### src/rtl/pcm_port_pkg.sv
package pcm_port_pkg;

    // direction index used by the per-direction edge detectors
    localparam int DIR_TX  = 0;
    localparam int DIR_RX  = 1;
    localparam int NUM_DIR = 2;

    typedef enum logic {
        FRAME_SHORT = 1'b0,
        FRAME_LONG  = 1'b1
    } frame_mode_e;

    // previous-cycle levels of one bit clock / frame sync pair
    typedef struct packed {
        logic bclk;
        logic fs;
    } edge_hist_t;

endpackage

### src/rtl/pcm_edge_sync.sv
module pcm_edge_sync
    import pcm_port_pkg::*;
(
    input  logic clk,
    input  logic rst_n,
    input  logic bclk,
    input  logic fsync,
    output logic bclk_rise,
    output logic bclk_fall,
    output logic fs_rise
);

    edge_hist_t hist_d, hist_q;

    always_comb begin
        hist_d      = hist_q;
        hist_d.bclk = bclk;
        hist_d.fs   = fsync;
    end

    always_ff @(posedge clk or negedge rst_n) begin
        if (!rst_n) hist_q <= '0;
        else        hist_q <= hist_d;
    end

    assign bclk_rise = bclk & ~hist_q.bclk;
    assign bclk_fall = ~bclk & hist_q.bclk;
    assign fs_rise   = fsync & ~hist_q.fs;

endmodule

### src/rtl/pcm_pd_detect.sv
module pcm_pd_detect #(
    parameter int PD_CYCLES = 64
) (
    input  logic clk,
    input  logic rst_n,
    input  logic mclk_pd,
    output logic pd
);

    localparam int CW = $clog2(PD_CYCLES + 1);
    localparam logic [CW-1:0] PD_MAX = CW'(PD_CYCLES);

    typedef struct packed {
        logic [CW-1:0] cnt;
        logic          pd;
    } pd_state_t;

    pd_state_t st_d, st_q;
    logic [CW-1:0] cnt_nxt;

    always_comb begin
        st_d    = st_q;
        cnt_nxt = st_q.cnt;
        if (!mclk_pd) begin
            cnt_nxt = '0;
        end else if (st_q.cnt != PD_MAX) begin
            cnt_nxt = st_q.cnt + 1'b1;
        end
        st_d.cnt = cnt_nxt;
        st_d.pd  = mclk_pd && (cnt_nxt == PD_MAX);
    end

    always_ff @(posedge clk or negedge rst_n) begin
        if (!rst_n) st_q <= '0;
        else        st_q <= st_d;
    end

    assign pd = st_q.pd;


    pd_level_chk: assert property (@(posedge clk) disable iff (!rst_n)
        st_q.pd |-> $past(mclk_pd));

endmodule

### src/rtl/pcm_tx_slot.sv
module pcm_tx_slot
    import pcm_port_pkg::*;
#(
    parameter int W = 8
) (
    input  logic          clk,
    input  logic          rst_n,
    input  logic          pd,
    input  frame_mode_e   mode,
    input  logic          bclk_lvl,
    input  logic          bclk_rise,
    input  logic          bclk_fall,
    input  logic          fsync,
    input  logic          fs_rise,
    input  logic [W-1:0]  word_in,
    output logic          dx_o,
    output logic          oe_o,
    output logic          tslot_n_o
);

    localparam int CNT_W = (W > 1) ? $clog2(W) : 1;
    localparam logic [CNT_W-1:0] LAST = CNT_W'(W - 1);

    typedef struct packed {
        logic             armed;   // short frame: slot starts at next rise
        logic             fs_seen; // short frame: sync level at last fall
        logic             used;    // long frame: slot already started this sync
        logic             active;
        logic [CNT_W-1:0] cnt;
        logic [W-1:0]     sh;
    } tx_state_t;

    tx_state_t st_d, st_q;
    logic      start;

    always_comb begin
        st_d  = st_q;
        start = 1'b0;
        if (pd) begin
            st_d = '0;
        end else begin
            if (mode == FRAME_SHORT) begin
                if (bclk_fall) begin
                    st_d.fs_seen = fsync;
                    if (fsync && !st_q.fs_seen) st_d.armed = 1'b1;
                end
                start = bclk_rise && st_q.armed;
            end else begin
                if (!fsync) st_d.used = 1'b0;
                start = (fs_rise && bclk_lvl) ||
                        (bclk_rise && fsync && !st_q.used);
            end

            if (start) begin
                st_d.armed  = 1'b0;
                st_d.used   = 1'b1;
                st_d.active = 1'b1;
                st_d.cnt    = '0;
                st_d.sh     = word_in;
            end else if (bclk_rise && st_q.active) begin
                if (st_q.cnt == LAST) begin
                    st_d.active = 1'b0;
                    st_d.cnt    = '0;
                end else begin
                    st_d.cnt = st_q.cnt + 1'b1;
                    st_d.sh  = {st_q.sh[W-2:0], 1'b0};
                end
            end
        end
    end

    always_ff @(posedge clk or negedge rst_n) begin
        if (!rst_n) st_q <= '0;
        else        st_q <= st_d;
    end

    assign dx_o      = st_q.active & st_q.sh[W-1];
    assign oe_o      = st_q.active;
    assign tslot_n_o = ~st_q.active;


    tx_release_chk: assert property (@(posedge clk) disable iff (!rst_n)
        ($fell(st_q.active) && !$past(pd)) |-> ($past(st_q.cnt) == LAST));


    tx_start_chk: assert property (@(posedge clk) disable iff (!rst_n)
        $rose(st_q.active) |-> ((st_q.cnt == '0) && (st_q.sh == $past(word_in))));


    tx_step_chk: assert property (@(posedge clk) disable iff (!rst_n)
        (st_q.active && $past(st_q.active) && !$past(bclk_rise) && !$past(fs_rise))
        |-> $stable(st_q.cnt));

endmodule

### src/rtl/pcm_rx_slot.sv
module pcm_rx_slot
    import pcm_port_pkg::*;
#(
    parameter int W = 8
) (
    input  logic          clk,
    input  logic          rst_n,
    input  logic          pd,
    input  frame_mode_e   mode,
    input  logic          bclk_rise,
    input  logic          bclk_fall,
    input  logic          fsync,
    input  logic          fs_rise,
    input  logic          din,
    output logic [W-1:0]  word_o,
    output logic          valid_o
);

    localparam int CNT_W = (W > 1) ? $clog2(W) : 1;
    localparam logic [CNT_W-1:0] LAST = CNT_W'(W - 1);

    typedef struct packed {
        logic             fs_seen;
        logic             active;
        logic [CNT_W-1:0] cnt;
        logic [W-1:0]     sh;
        logic [W-1:0]     word;
        logic             valid;
    } rx_state_t;

    rx_state_t st_d, st_q;
    logic      arm;
    logic      sample;
    logic [W-1:0] sh_nxt;

    always_comb begin
        st_d       = st_q;
        st_d.valid = 1'b0;
        arm        = 1'b0;
        sample     = 1'b0;
        sh_nxt     = {st_q.sh[W-2:0], din};
        if (pd) begin
            st_d.fs_seen = 1'b0;
            st_d.active  = 1'b0;
            st_d.cnt     = '0;
        end else begin
            if (mode == FRAME_SHORT) begin
                if (bclk_fall) begin
                    st_d.fs_seen = fsync;
                    arm    = fsync && !st_q.fs_seen;
                    sample = !arm && st_q.active;
                end
            end else begin
                arm    = fs_rise;
                sample = !fs_rise && bclk_fall && st_q.active;
            end

            if (arm) begin
                st_d.active = 1'b1;
                st_d.cnt    = '0;
            end else if (sample) begin
                st_d.sh = sh_nxt;
                if (st_q.cnt == LAST) begin
                    st_d.word   = sh_nxt;
                    st_d.valid  = 1'b1;
                    st_d.active = 1'b0;
                    st_d.cnt    = '0;
                end else begin
                    st_d.cnt = st_q.cnt + 1'b1;
                end
            end
        end
    end

    always_ff @(posedge clk or negedge rst_n) begin
        if (!rst_n) st_q <= '0;
        else        st_q <= st_d;
    end

    assign word_o  = st_q.word;
    assign valid_o = st_q.valid;


    rx_valid_src_chk: assert property (@(posedge clk) disable iff (!rst_n)
        st_q.valid |-> ($past(bclk_fall) && ($past(st_q.cnt) == LAST)));


    rx_pulse_chk: assert property (@(posedge clk) disable iff (!rst_n)
        st_q.valid |=> !st_q.valid);


    rx_no_rise_sample_chk: assert property (@(posedge clk) disable iff (!rst_n)
        ($past(bclk_rise) && !$past(bclk_fall) && !$past(fs_rise) && !$past(pd))
        |-> ($stable(st_q.cnt) && !st_q.valid));

endmodule

### src/rtl/pcm_slot_port.sv
module pcm_slot_port
    import pcm_port_pkg::*;
#(
    parameter int W         = 8,
    parameter int PD_CYCLES = 64
) (
    input  logic          clk,
    input  logic          rst_n,
    input  logic          clk_sel,
    input  logic          long_frame,
    input  logic          mclk_pd,
    input  logic          tx_bclk,
    input  logic          tx_fsync,
    input  logic [W-1:0]  tx_word,
    input  logic          rx_bclk,
    input  logic          rx_fsync,
    input  logic          rx_din,
    output logic          dx_data,
    output logic          dx_oe,
    output logic          tslot_n,
    output logic [W-1:0]  rx_word,
    output logic          rx_valid
);

    frame_mode_e            mode;
    logic                   pd;
    logic [NUM_DIR-1:0]     bclk_in;
    logic [NUM_DIR-1:0]     fs_in;
    logic [NUM_DIR-1:0]     b_rise;
    logic [NUM_DIR-1:0]     b_fall;
    logic [NUM_DIR-1:0]     f_rise;

    assign mode            = frame_mode_e'(long_frame);
    assign bclk_in[DIR_TX] = tx_bclk;
    assign bclk_in[DIR_RX] = clk_sel ? tx_bclk : rx_bclk;
    assign fs_in[DIR_TX]   = tx_fsync;
    assign fs_in[DIR_RX]   = rx_fsync;

    for (genvar g = 0; g < NUM_DIR; g++) begin : g_dir
        pcm_edge_sync u_edge (
            .clk       (clk),
            .rst_n     (rst_n),
            .bclk      (bclk_in[g]),
            .fsync     (fs_in[g]),
            .bclk_rise (b_rise[g]),
            .bclk_fall (b_fall[g]),
            .fs_rise   (f_rise[g])
        );
    end

    pcm_pd_detect #(.PD_CYCLES(PD_CYCLES)) u_pd (
        .clk     (clk),
        .rst_n   (rst_n),
        .mclk_pd (mclk_pd),
        .pd      (pd)
    );

    pcm_tx_slot #(.W(W)) u_tx (
        .clk       (clk),
        .rst_n     (rst_n),
        .pd        (pd),
        .mode      (mode),
        .bclk_lvl  (tx_bclk),
        .bclk_rise (b_rise[DIR_TX]),
        .bclk_fall (b_fall[DIR_TX]),
        .fsync     (tx_fsync),
        .fs_rise   (f_rise[DIR_TX]),
        .word_in   (tx_word),
        .dx_o      (dx_data),
        .oe_o      (dx_oe),
        .tslot_n_o (tslot_n)
    );

    pcm_rx_slot #(.W(W)) u_rx (
        .clk       (clk),
        .rst_n     (rst_n),
        .pd        (pd),
        .mode      (mode),
        .bclk_rise (b_rise[DIR_RX]),
        .bclk_fall (b_fall[DIR_RX]),
        .fsync     (rx_fsync),
        .fs_rise   (f_rise[DIR_RX]),
        .din       (rx_din),
        .word_o    (rx_word),
        .valid_o   (rx_valid)
    );


    pd_tx_off_chk: assert property (@(posedge clk) disable iff (!rst_n)
        pd |=> (!dx_oe && tslot_n));


    pd_rx_quiet_chk: assert property (@(posedge clk) disable iff (!rst_n)
        pd |=> (!rx_valid && $stable(rx_word)));

endmodule

### config.mk
export PLATFORM = sky130hd
export DESIGN_NAME = pcm_slot_port
export DESIGN_NICKNAME = d
export VERILOG_FILES = /design/src/rtl/pcm_port_pkg.sv /design/src/rtl/pcm_edge_sync.sv /design/src/rtl/pcm_pd_detect.sv /design/src/rtl/pcm_tx_slot.sv /design/src/rtl/pcm_rx_slot.sv /design/src/rtl/pcm_slot_port.sv
export SDC_FILE = /design/constraint.sdc
export NUM_CORES = 1
export LEC_CHECK = 0
export ABC_AREA = 0
export ABC_CLOCK_PERIOD_IN_PS = 5700
export BUFFER_PORTS_ARGS = -buffer_cell sky130_fd_sc_hd__clkbuf_2
export CAP_MARGIN = 20
export CORE_UTILIZATION = 25
export DETAILED_ROUTE_END_ITERATION = 8
export GPL_TIMING_DRIVEN = 0
export PLACE_DENSITY = 0.43
export SETUP_SLACK_MARGIN = 0.05
export SYNTH_ARGS = -nofsm -noshare
export SYNTH_HDL_FRONTEND = slang
export SYNTH_SLANG_ARGS = --single-unit
### constraint.sdc
create_clock -name clk -period 5.7 [get_ports clk]
set_input_delay 0.855 -clock clk [delete_from_list [all_inputs] [get_ports clk]]
set_output_delay 0.855 -clock clk [all_outputs]
set_load 0.01 [all_outputs]
; ---- Yosys cells after proc, flatten, opt, wreduce, memory -nomap -nowiden
; Index checks and enable logic that the tools add are counted.
[word_totals]
in_bits = 18
out_inout_bits = 12
reg_bits = 49
wordCells = 112
[classes]
reduce_logical = 35
mux = 34
bitwise = 14
n_eq_ne = 8
n_addsub = 3
[ops]
columns = cell, count
row1 = 2-to-1 mux 12 bit, 2
row2 = 2-to-1 mux 21 bit, 1
row3 = nonzero test 3 bit, 7
row4 = 2-to-1 mux 1 bit, 20
row5 = 2-to-1 mux 15 bit, 1
row6 = 2-to-1 mux 7 bit, 2
row7 = AND reduction 2 bit, 6
row8 = logical AND 1 bit, 11
row9 = 2-to-1 mux 9 bit, 1
row10 = 2-to-1 mux 8 bit, 1
row11 = inverter 1 bit, 8
row12 = adder 7 x 1 -> 7 bit (second input constant), 1
row13 = == test 7 bit (second input constant), 1
row14 = != test 7 bit (second input constant), 1
row15 = adder 3 x 1 -> 3 bit (second input constant), 2
row16 = bitwise AND 1 bit, 6
row17 = == test 3 bit (second input constant), 2
row18 = 2-to-1 mux 3 bit, 2
row19 = != test 3 x 1 -> 1 bit (second input constant), 2
row20 = AND reduction 3 bit, 2
row21 = logical NOT 1 bit, 5
row22 = 2-to-1 mux 5 bit, 1
row23 = 2-to-1 mux 2 bit, 2
row24 = 2-to-1 mux 4 bit, 1
row25 = other kinds (5), 6

; ---- Depth between registers and ports, before layout
; Gate-level depths: netlist of run 1.
[logic_depth]
ltp_word = 10
depth_mapped = 7
mapped_depth_nobuf = 6

; ---- Cells and area by module
; A second synthesis of run 1 with hierarchy kept.
[hier_totals]
cells_unflattened = 199
area_unflattened_um2 = 2312.2
[modules_own_cells]
columns = module, n_inst, seq_area_each_um2, cells_each, area_per_inst_um2
row1 = pcm_rx_slot, 1, 525.5, 67, 929.6
row2 = pcm_tx_slot, 1, 375.4, 72, 748.2
row3 = pcm_pd_detect, 1, 200.2, 49, 476.7
row4 = pcm_edge_sync, 2, 50.0, 5, 71.3
row5 = pcm_slot_port, 1, 0.0, 1, 15.0

; ---- Least setup slack after synthesis of run 1
; OpenSTA, ideal clock, no wires.
[synth_timing]
path_type = input to register
startpoint = in long_frame
endpoint = reg u_rx.st_q (netlist bit u_rx.word_o[0])
t_required_ps = 5575
path_slack_ps = 3234
path_stages = 6
n_path_buf = 2
t_arrival_ps = 2342
setup_time_ps = 125
cell_sequence = buf_6 mux2i_1 a2111oi_4 and2_1 buf_6 mux2_2
[synth_between]
elab_chain_cells = 4
elab_cells_between_ends = 6
classes_between = 4 x mux / 1 x bitwise / 1 x reduce/logical
[synth_lines]
columns = element, line
row1 = from (decl), pcm_slot_port.sv:10  ; input logic long_frame,
row2 = 2-to-1 mux 1 bit, pcm_rx_slot.sv:47  ; if (mode == FRAME_SHORT) begin
row3 = 2-to-1 mux 1 bit, pcm_rx_slot.sv:42  ; if (pd) begin
row4 = inverter 1 bit (no line), --
row5 = AND reduction 4 bit (no line) *, --
row6 = to (signal assigned), pcm_rx_slot.sv:77  ; else st_q <= st_d;
row7 = to (decl), pcm_rx_slot.sv:31  ; rx_state_t st_d, st_q;
; Mark *: on every way between the ends. The rest lies on a longest branch, timed or not. The select of a mux whose other input is x is not followed.
; A chain may end at the register's enable or synchronous reset.

; ---- Worst setup path after layout of run 1
[layout_timing]
startpoint = in tx_bclk
endpoint = reg u_rx.st_q (netlist bit u_rx.word_o[1])
[layout_between]
elab_chain_cells = 8
elab_cells_between_ends = 13
classes_between = 7 x mux / 3 x bitwise / 3 x reduce/logical
[layout_lines]
columns = element, line
row1 = from (decl), pcm_slot_port.sv:12  ; input logic tx_bclk,
row2 = 2-to-1 mux 1 bit *, pcm_slot_port.sv:35  ; assign bclk_in[DIR_RX] = clk_sel ? tx_bclk : rx_bclk;
row3 = via g_dir[1].u_edge.bclk, pcm_edge_sync.sv:6  ; input logic bclk,
row4 = inverter 1 bit *, pcm_edge_sync.sv:27  ; assign bclk_fall = ~bclk & hist_q.bclk;
row5 = bitwise AND 1 bit *, pcm_edge_sync.sv:27
row6 = 2-to-1 mux 1 bit / logical AND 1 bit (equally long branches), "pcm_rx_slot.sv:48, pcm_rx_slot.sv:55"
row7 = 2-to-1 mux 1 bit / logical AND 1 bit (equally long branches), "pcm_rx_slot.sv:47, pcm_rx_slot.sv:55"
row8 = 2-to-1 mux 1 bit (on tied branches), "pcm_rx_slot.sv:42, pcm_rx_slot.sv:47"
row9 = inverter 1 bit (no line) / 2-to-1 mux 1 bit (equally long branches), --
row10 = AND reduction 4 bit (no line) *, --
; Mark *: on every way through the listed nets, which the timed path passes. The rest lies on a longest branch. The select of a mux whose other input is x is not followed.

==> run_results.csv, run 1 <==
group,metric,value,unit
floorplanning,core,8850,sq um
worst_setup_path,worst-setup-path-type,"in -> reg",
worst_setup_path,cp_max_fo,9,
floorplanning,fp-row-count,34,
sta,slew_headroom,0.331,
logic_synthesis,synthTopCellsByCount,"48 x dfrtp_1, 25 x nor2_1, 15 x inv_1, 15 x mux2_2",
clock_tree,clkLatencyLatePin,0.30,ns
sta,timing.fmax,406,MHz
logic_synthesis,synth-edff-count,0,
sta,finalCriticalPeriod,2.46,ns
logic_synthesis,synth_ff_type,"dfrtp_1",
worst_setup_path,arrival,2.64,ns
hold_path,worstHoldPathType,"reg -> reg",
floorplanning,start_util,0.262,
logic_synthesis,synth_seq_cells,48,
routing,drt-total-wl,4410,um
worst_setup_path,worstSetupStartpointType,"input pin",
clock_tree,clock-root-buffer,"clkbuf_8",
logic_synthesis,syn_area,2310,sq um
routing,drc_errors,0,
finish,final_util,0.304,
status,status,"completed",
logic_synthesis,synth_top_area_share,0.519,
routing,wl_met2,1950,um
floorplanning,io_pins,30,
routing,top_layer_used,"met4",
finish,num_antenna_cells,0,
sta,min_period_over_period,0.432,
sta,setup_slack,3.24,ns
worst_setup_path,required,5.88,ns
sta,tns,0,ns
grt,grt_overflow,0,
logic_synthesis,yosysTopAreaCell,"dfrtp_1",
finish,syn2layout_area_growth,16.3,%
power_and_ir_drop,ir_drop,0.107,mV
routing,wl_per_cell,12.7,um
power_and_ir_drop,leakagePower,0.00134,uW
sta,finClkSkew,0.00879,ns
placement,dp_hpwl,3060,um
floorplanning,die_area,9650,sq um
routing,drt_iter0_drc,45,
logic_synthesis,synth.most_common_cell,"dfrtp_1",
logic_synthesis,syn_area_per_cell,11.3,sq um
grt,grt_pass1_wl,7570,um
sta,finalMaxSlewViolations,0,
worst_setup_path,worstSetupEndpointType,"flip-flop",
logic_synthesis,synthArstFlopShare,1.00,
sta,finalHoldViolCount,0,
clock_tree,clockBufferDepth,2,
placement,dp_slack,2.92,ns
clock_tree,htreeDepth,2,
placement,port_buffers,28,
finish,layout-drive-gt1-share,0.288,
floorplanning,die_h,98.2,um
routing,detail-route-antenna-nets,0,
floorplanning,die_w,98.2,um
clock_tree,cts.clk_slew.worst_paths,0.09,ns
grt,antenna_found_initial,0,
grt,grt_max_degree,31,
logic_synthesis,synth_area_leaders,"dfrtp_1 52%, mux2_2 7.3%, nor2_1 4.1%",
clock_tree,ctsHoldBuffers,0,
logic_synthesis,synth_nets,228,
sta,finalSetupViolCount,0,
placement,gp_congestion,0.696,
logic_synthesis,postSynthCellCount,204,
logic_synthesis,seq_area_frac_synth,0.519,
clock_tree,numCtsBuffers,5,
clock_tree,clock_sinks,48,
sta,worstMarginPinSlew,1.00,ns
routing,vias,1551,
routing,wl_met1,2240,um
sta,rsz0062_at_grt,"false",
logic_synthesis,synth.distinct_cells,44,
grt,grt_usage,0.0998,
logic_synthesis,yosysWarnings,0,
power_and_ir_drop,powerDensity,304,nW/um^2
clock_tree,cts.repair.resized,0,
run,max-cap-violations,0,
routing,drtPass1Iterations,6,
clock_tree,postCtsSetupBuffers,0,
clock_tree,cts_tree,"built",
routing,wl_met3,163,um
finish,final_nets,264,
routing,drt-vias-per-instance,4.46,
grt,grt_pass1_vias,1537,
[logic make-up after synthesis]
logic type	Yosys count	share of synthesized area
xor+xnor	5	0.0189
compound gates	33	0.108
flops	48	0.519
mux	25	0.118
simple gates	57	0.135
buf+inv	30	0.0686
fa+ha+maj	6	0.0324
[layer usage]
layer	GRT usage	vias to the layer above
met5	0	-
met4	0.0413	0
met1	0.129	757
met2	0.155	17
li1	-	773
met3	0.0293	4
[sequential cells by signal, indices dropped and copies added, names as in the netlist]
register,count
g_dir.u_edge.hist_q,4
u_rx.valid_o,1
u_tx.st_q,14
u_tx.oe_o,1
u_pd.pd,1
u_rx.word_o,8
u_pd.st_q,7
u_rx.sh_nxt,7
u_rx.st_q,5
[cells in the final DEF, fill, tap and decap left out, types with 3 or more instances in the layout]
cell	instances
dfrtp_1	48
clkbuf_2	28
nor2_1	25
inv_1	15
mux2_2	15
mux2i_1	9
o22ai_1	9
buf_4	8
o21a_1	7
and2_1	6
ha_1	6
clkbuf_8	5
clkbuf_1	4
and3_1	4
nand2_1	4
xnor2_1	3
a21oi_1	3
nor3b_1	3
[metrics by stage]
step                std cells  power, uW  instance area (sq um)  hold slack (ns)
detailed placement        341        630                   2610            0.480
floorplan                 204        574                   2310            0.455
CTS                       348        834                   2690            0.502
finish                    348        818                   2690            0.495
global route              348        880                   2690            0.512
global placement          340        624                   2590            0.476
[layout make-up]
type | count | area [sq um]
fill | 927 | 6160
sequential | 48 | 1200
multi-input combinational | 126 | 955
timing repair buffer | 29 | 160
tap | 108 | 135
buffer | 15 | 103
clock buffer | 5 | 68.8
inverter | 15 | 56.3
clock inverter | 2 | 12.5
[power breakdown]
group          total, uW  switching [uW]  internal, uW
logic                165            76.5          88.9
registers            456            44.6           411
clock network        196             113          83.3
[critical path, stage by stage]
cell,delay (ns)
clkbuf_2,0.16
mux2_4,0.33
a2111oi_4,0.59
and2_1,0.23
buf_6,0.14
mux2_2,0.34
[path summary, 6_finish.rpt]
check | startpoint | endpoint | slack, ns | depth (start not counted)
max | tx_bclk | u_rx.word_o[1]$_DFFE_PN0P_ | 3.24 | 6
min | u_tx.st_q[14]$_DFFE_PN0P_ | u_tx.st_q[14]$_DFFE_PN0P_ | 0.50 | 2
max reg2reg | u_pd.pd$_DFF_PN0_ | u_tx.st_q[7]$_DFFE_PN0P_ | 3.67 | 5
min reg2reg | u_tx.st_q[14]$_DFFE_PN0P_ | u_tx.st_q[14]$_DFFE_PN0P_ | 0.50 | 2
max in group asynchronous | rst_n | u_pd.st_q[1]$_DFF_PN0_ | 4.64 | 2
min in group asynchronous | rst_n | u_rx.word_o[3]$_DFFE_PN0P_ | 0.51 | 1
(Power assumes the default switching activity.)
==> inputs of run 2 (changes only) <==
ABC_AREA = 1   (was 0)
ABC_CLOCK_PERIOD_IN_PS = 2600   (was 5700)
clock period = 2.6 ns   (was 5.7 ns; I/O delays follow)
==> run 2 against run 1 <==
Against the previous run:
- synthesized area up 2.0%
- hold slack worse by 0.48 ns
- core utilization down 0.23 points
- non-clock buffer count down 2
- critical endpoint is now u_tx.st_q[8]$_DFFE_PN0P_
- largest power group unchanged
==> run_results.csv, run 2 <==
group,metric,value,unit
status,status,"completed",
logic_synthesis,yosysWarnings,0,
power_and_ir_drop,clkPwrFrac,0.285,
logic_synthesis,synth-edff-count,0,
placement,dpl_cell_area,2670,sq um
routing,drtPass1Iterations,4,
worst_setup_path,worst-setup-path-type,"reg -> reg",
logic_synthesis,syn_area_per_cell,8.46,sq um
power_and_ir_drop,p_seq_frac,0.518,
floorplanning,die_w,99.2,um
floorplanning,fp-row-count,35,
clock_tree,numCtsBuffers,5,
sta,finalHoldViolCount,0,
routing,vias,1841,
clock_tree,clock_sinks,48,
clock_tree,cts.clk_slew.worst_paths,0.10,ns
logic_synthesis,synth_seq_cells,48,
power_and_ir_drop,leakagePower,0.00153,uW
logic_synthesis,synthTopCellsByCount,"98 x nand2_1, 48 x dfrtp_1, 39 x nand3_1",
routing,wl_per_cell,11.1,um
worst_setup_path,cp_top_family,"flip-flops",
routing,drt-vias-per-instance,4.30,
logic_synthesis,syn_area,2360,sq um
hold_path,worstHoldPathType,"in -> async",
routing,drc_errors,0,
logic_synthesis,synth.distinct_cells,27,
clock_tree,clock-root-buffer,"clkbuf_8",
grt,grt_pass1_vias,1709,
logic_synthesis,synth_ff_type,"dfrtp_1",
routing,detail-route-antenna-nets,0,
floorplanning,start_util,0.257,
sta,finClkSkew,0.0113,ns
grt,grt_overflow,0,
clock_tree,htreeDepth,2,
clock_tree,cts.repair.resized,0,
worst_setup_path,path_common_cell,"ha_1",
floorplanning,io_pins,30,
worst_setup_path,worstSetupEndpointType,"flip-flop",
finish,regMostFlops,"u_tx.st_q",
grt,grt_pass1_wl,8140,um
sta,worstMarginPinSlew,0.480,ns
routing,drt-total-wl,4740,um
power_and_ir_drop,power.total,1940,uW
worst_setup_path,worstSetupStartpointType,"flip-flop",
worst_setup_path,cpPeakStageDelay,0.40,ns
logic_synthesis,synth_nets,303,
power_and_ir_drop,p_comb_frac,0.197,
finish,fin_area,2780,sq um
finish,syn2layout_area_growth,17.6,%
placement,dp_hpwl,3370,um
logic_synthesis,synth.most_common_cell,"nand2_1",
finish,largest_reg_flops,14,
placement,port_buffers,29,
grt,antenna_found_initial,0,
worst_setup_path,required,2.83,ns
sta,timing.fmax,702,MHz
logic_synthesis,synth_area_leaders,"dfrtp_1 51%, nand2_1 16%, nand3_1 8.3%",
sta,min_period_over_period,0.548,
finish,final_cell_mix,"98 x nand2_1, 48 x dfrtp_1, 39 x nand3_1",
power_and_ir_drop,power.switching,587,uW
grt,grt_usage,0.105,
sta,rsz0062_at_grt,"false",
finish,layout-drive-gt1-share,0.221,
sta,tns,0,ns
logic_synthesis,synthArstFlopShare,1.00,
power_and_ir_drop,intPower,1360,uW
placement,gp_congestion,0.713,
sta,finalMaxSlewViolations,0,
routing,drt_iter0_drc,80,
power_and_ir_drop,swShare,0.302,
worst_setup_path,cp_num_buf_inv,1,
run,max-cap-violations,0,
logic_synthesis,synth_top_area_share,0.509,
finish,final_nets,340,
floorplanning,core,9200,sq um
power_and_ir_drop,powerDensity,700,nW/um^2
worst_setup_path,crit_chain,"ha_1 > ha_1 > inv_1 > nand2_4 > or2_0 > a21oi_1",
logic_synthesis,yosysTopAreaCell,"dfrtp_1",
worst_setup_path,arrival,1.66,ns
power_and_ir_drop,ir_drop,0.238,mV
clock_tree,clockBufferDepth,2,
worst_setup_path,critPathSlowestCell,"dfrtp_1",
clock_tree,clkLatencyLatePin,0.31,ns
sta,slew_headroom,0.680,
clock_tree,postCtsSetupBuffers,0,
floorplanning,die_area,9840,sq um
worst_setup_path,cp_max_fo,9,
logic_synthesis,seq_area_frac_synth,0.509,
finish,num_antenna_cells,0,
placement,dp_slack,1.01,ns
finish,layout_commonest_cell,"nand2_1",
logic_synthesis,postSynthCellCount,279,
floorplanning,die_h,99.2,um
sta,finalCriticalPeriod,1.42,ns
grt,grt_max_degree,33,
clock_tree,ctsHoldBuffers,0,
clock_tree,cts_tree,"built",
sta,finalSetupViolCount,0,
sta,setup_slack,1.18,ns
## run 2: cell types whose count changed in the layout (fill, tap and decap cells not counted), moves of 9 or more
cell / before / now
nand3_1: 2 / 39
mux2_2: 15 / 0
o22ai_1: 9 / 0
nand2_1: 4 / 98
nor2_1: 25 / 14
mux2i_1: 9 / 0
## run 2: layout make-up
| class | instances | area (sq um) |
|---|---|---|
| Buffer | 12 | 91.3 |
| Clock buffer | 5 | 68.8 |
| Clock inverter | 3 | 42.5 |
| Fill cell | 1001 | 6420 |
| Inverter | 26 | 103 |
| Multi-Input combinational cell | 193 | 966 |
| Sequential cell | 48 | 1200 |
| Tap cell | 111 | 139 |
| Timing Repair Buffer | 30 | 165 |
## run 2: layer usage
layer	track usage	vias to the layer above	routed length [um]
li1	-	961	-
met1	0.142	843	2370
met2	0.167	31	2140
met3	0.0239	6	151
met4	0.0373	0	74
met5	0	-	0
## run 2: stage by stage
stage / hold slack (ns) / instances / utilization
floorplan: 0.0944 / 279 / -
global placement: 0.462 / 419 / 0.288
finish: 0.0185 / 428 / 0.302
global route: 0.0601 / 428 / 0.302
detailed placement: 0.385 / 420 / 0.290
CTS: 0.0337 / 428 / 0.302
## run 2: worst paths after layout
kind | start | end | slack (ns) | cells after the start
min in group clk | tx_bclk | g_dir[0].u_edge.hist_q[1]$_DFF_PN0_ | 0.25 | 1
max in group asynchronous | rst_n | u_rx.st_q[19]$_DFFE_PN0P_ | 2.03 | 2
worst min-delay path | rst_n | u_tx.st_q[2]$_DFFE_PN0P_ | 0.02 | 1
worst max register to register | u_tx.st_q[8]$_DFFE_PN0P_ | u_tx.st_q[8]$_DFFE_PN0P_ | 1.18 | 6
worst min register to register | u_rx.sh_nxt[7]$_DFFE_PN0P_ | u_rx.sh_nxt[7]$_DFFE_PN0P_ | 0.48 | 2
worst max-delay path | u_tx.st_q[8]$_DFFE_PN0P_ | u_tx.st_q[8]$_DFFE_PN0P_ | 1.18 | 6
## run 2: power by group through the flow
stage	sequential (uW)	clock (uW)	combinational, uW
2_1_floorplan	999	0	281
3_5_place_dp	1020	0	392
5_1_grt	1030	600	446
6_report	1010	554	382
3_3_place_gp	1020	0	375
4_1_cts	1010	582	390
## run 2: kinds of logic (layout without fill, tap and decap cells)
group                      Yosys count  in the layout  synth area share
DFF                                 48             48             0.509
adders and majority gates            6              6            0.0318
AOI/OAI and AO/OA                   15             15            0.0339
and+or+nand+nor                    171            171             0.340
buffers and inverters               38             76            0.0821
xor gates and xnor gates             1              1           0.00371
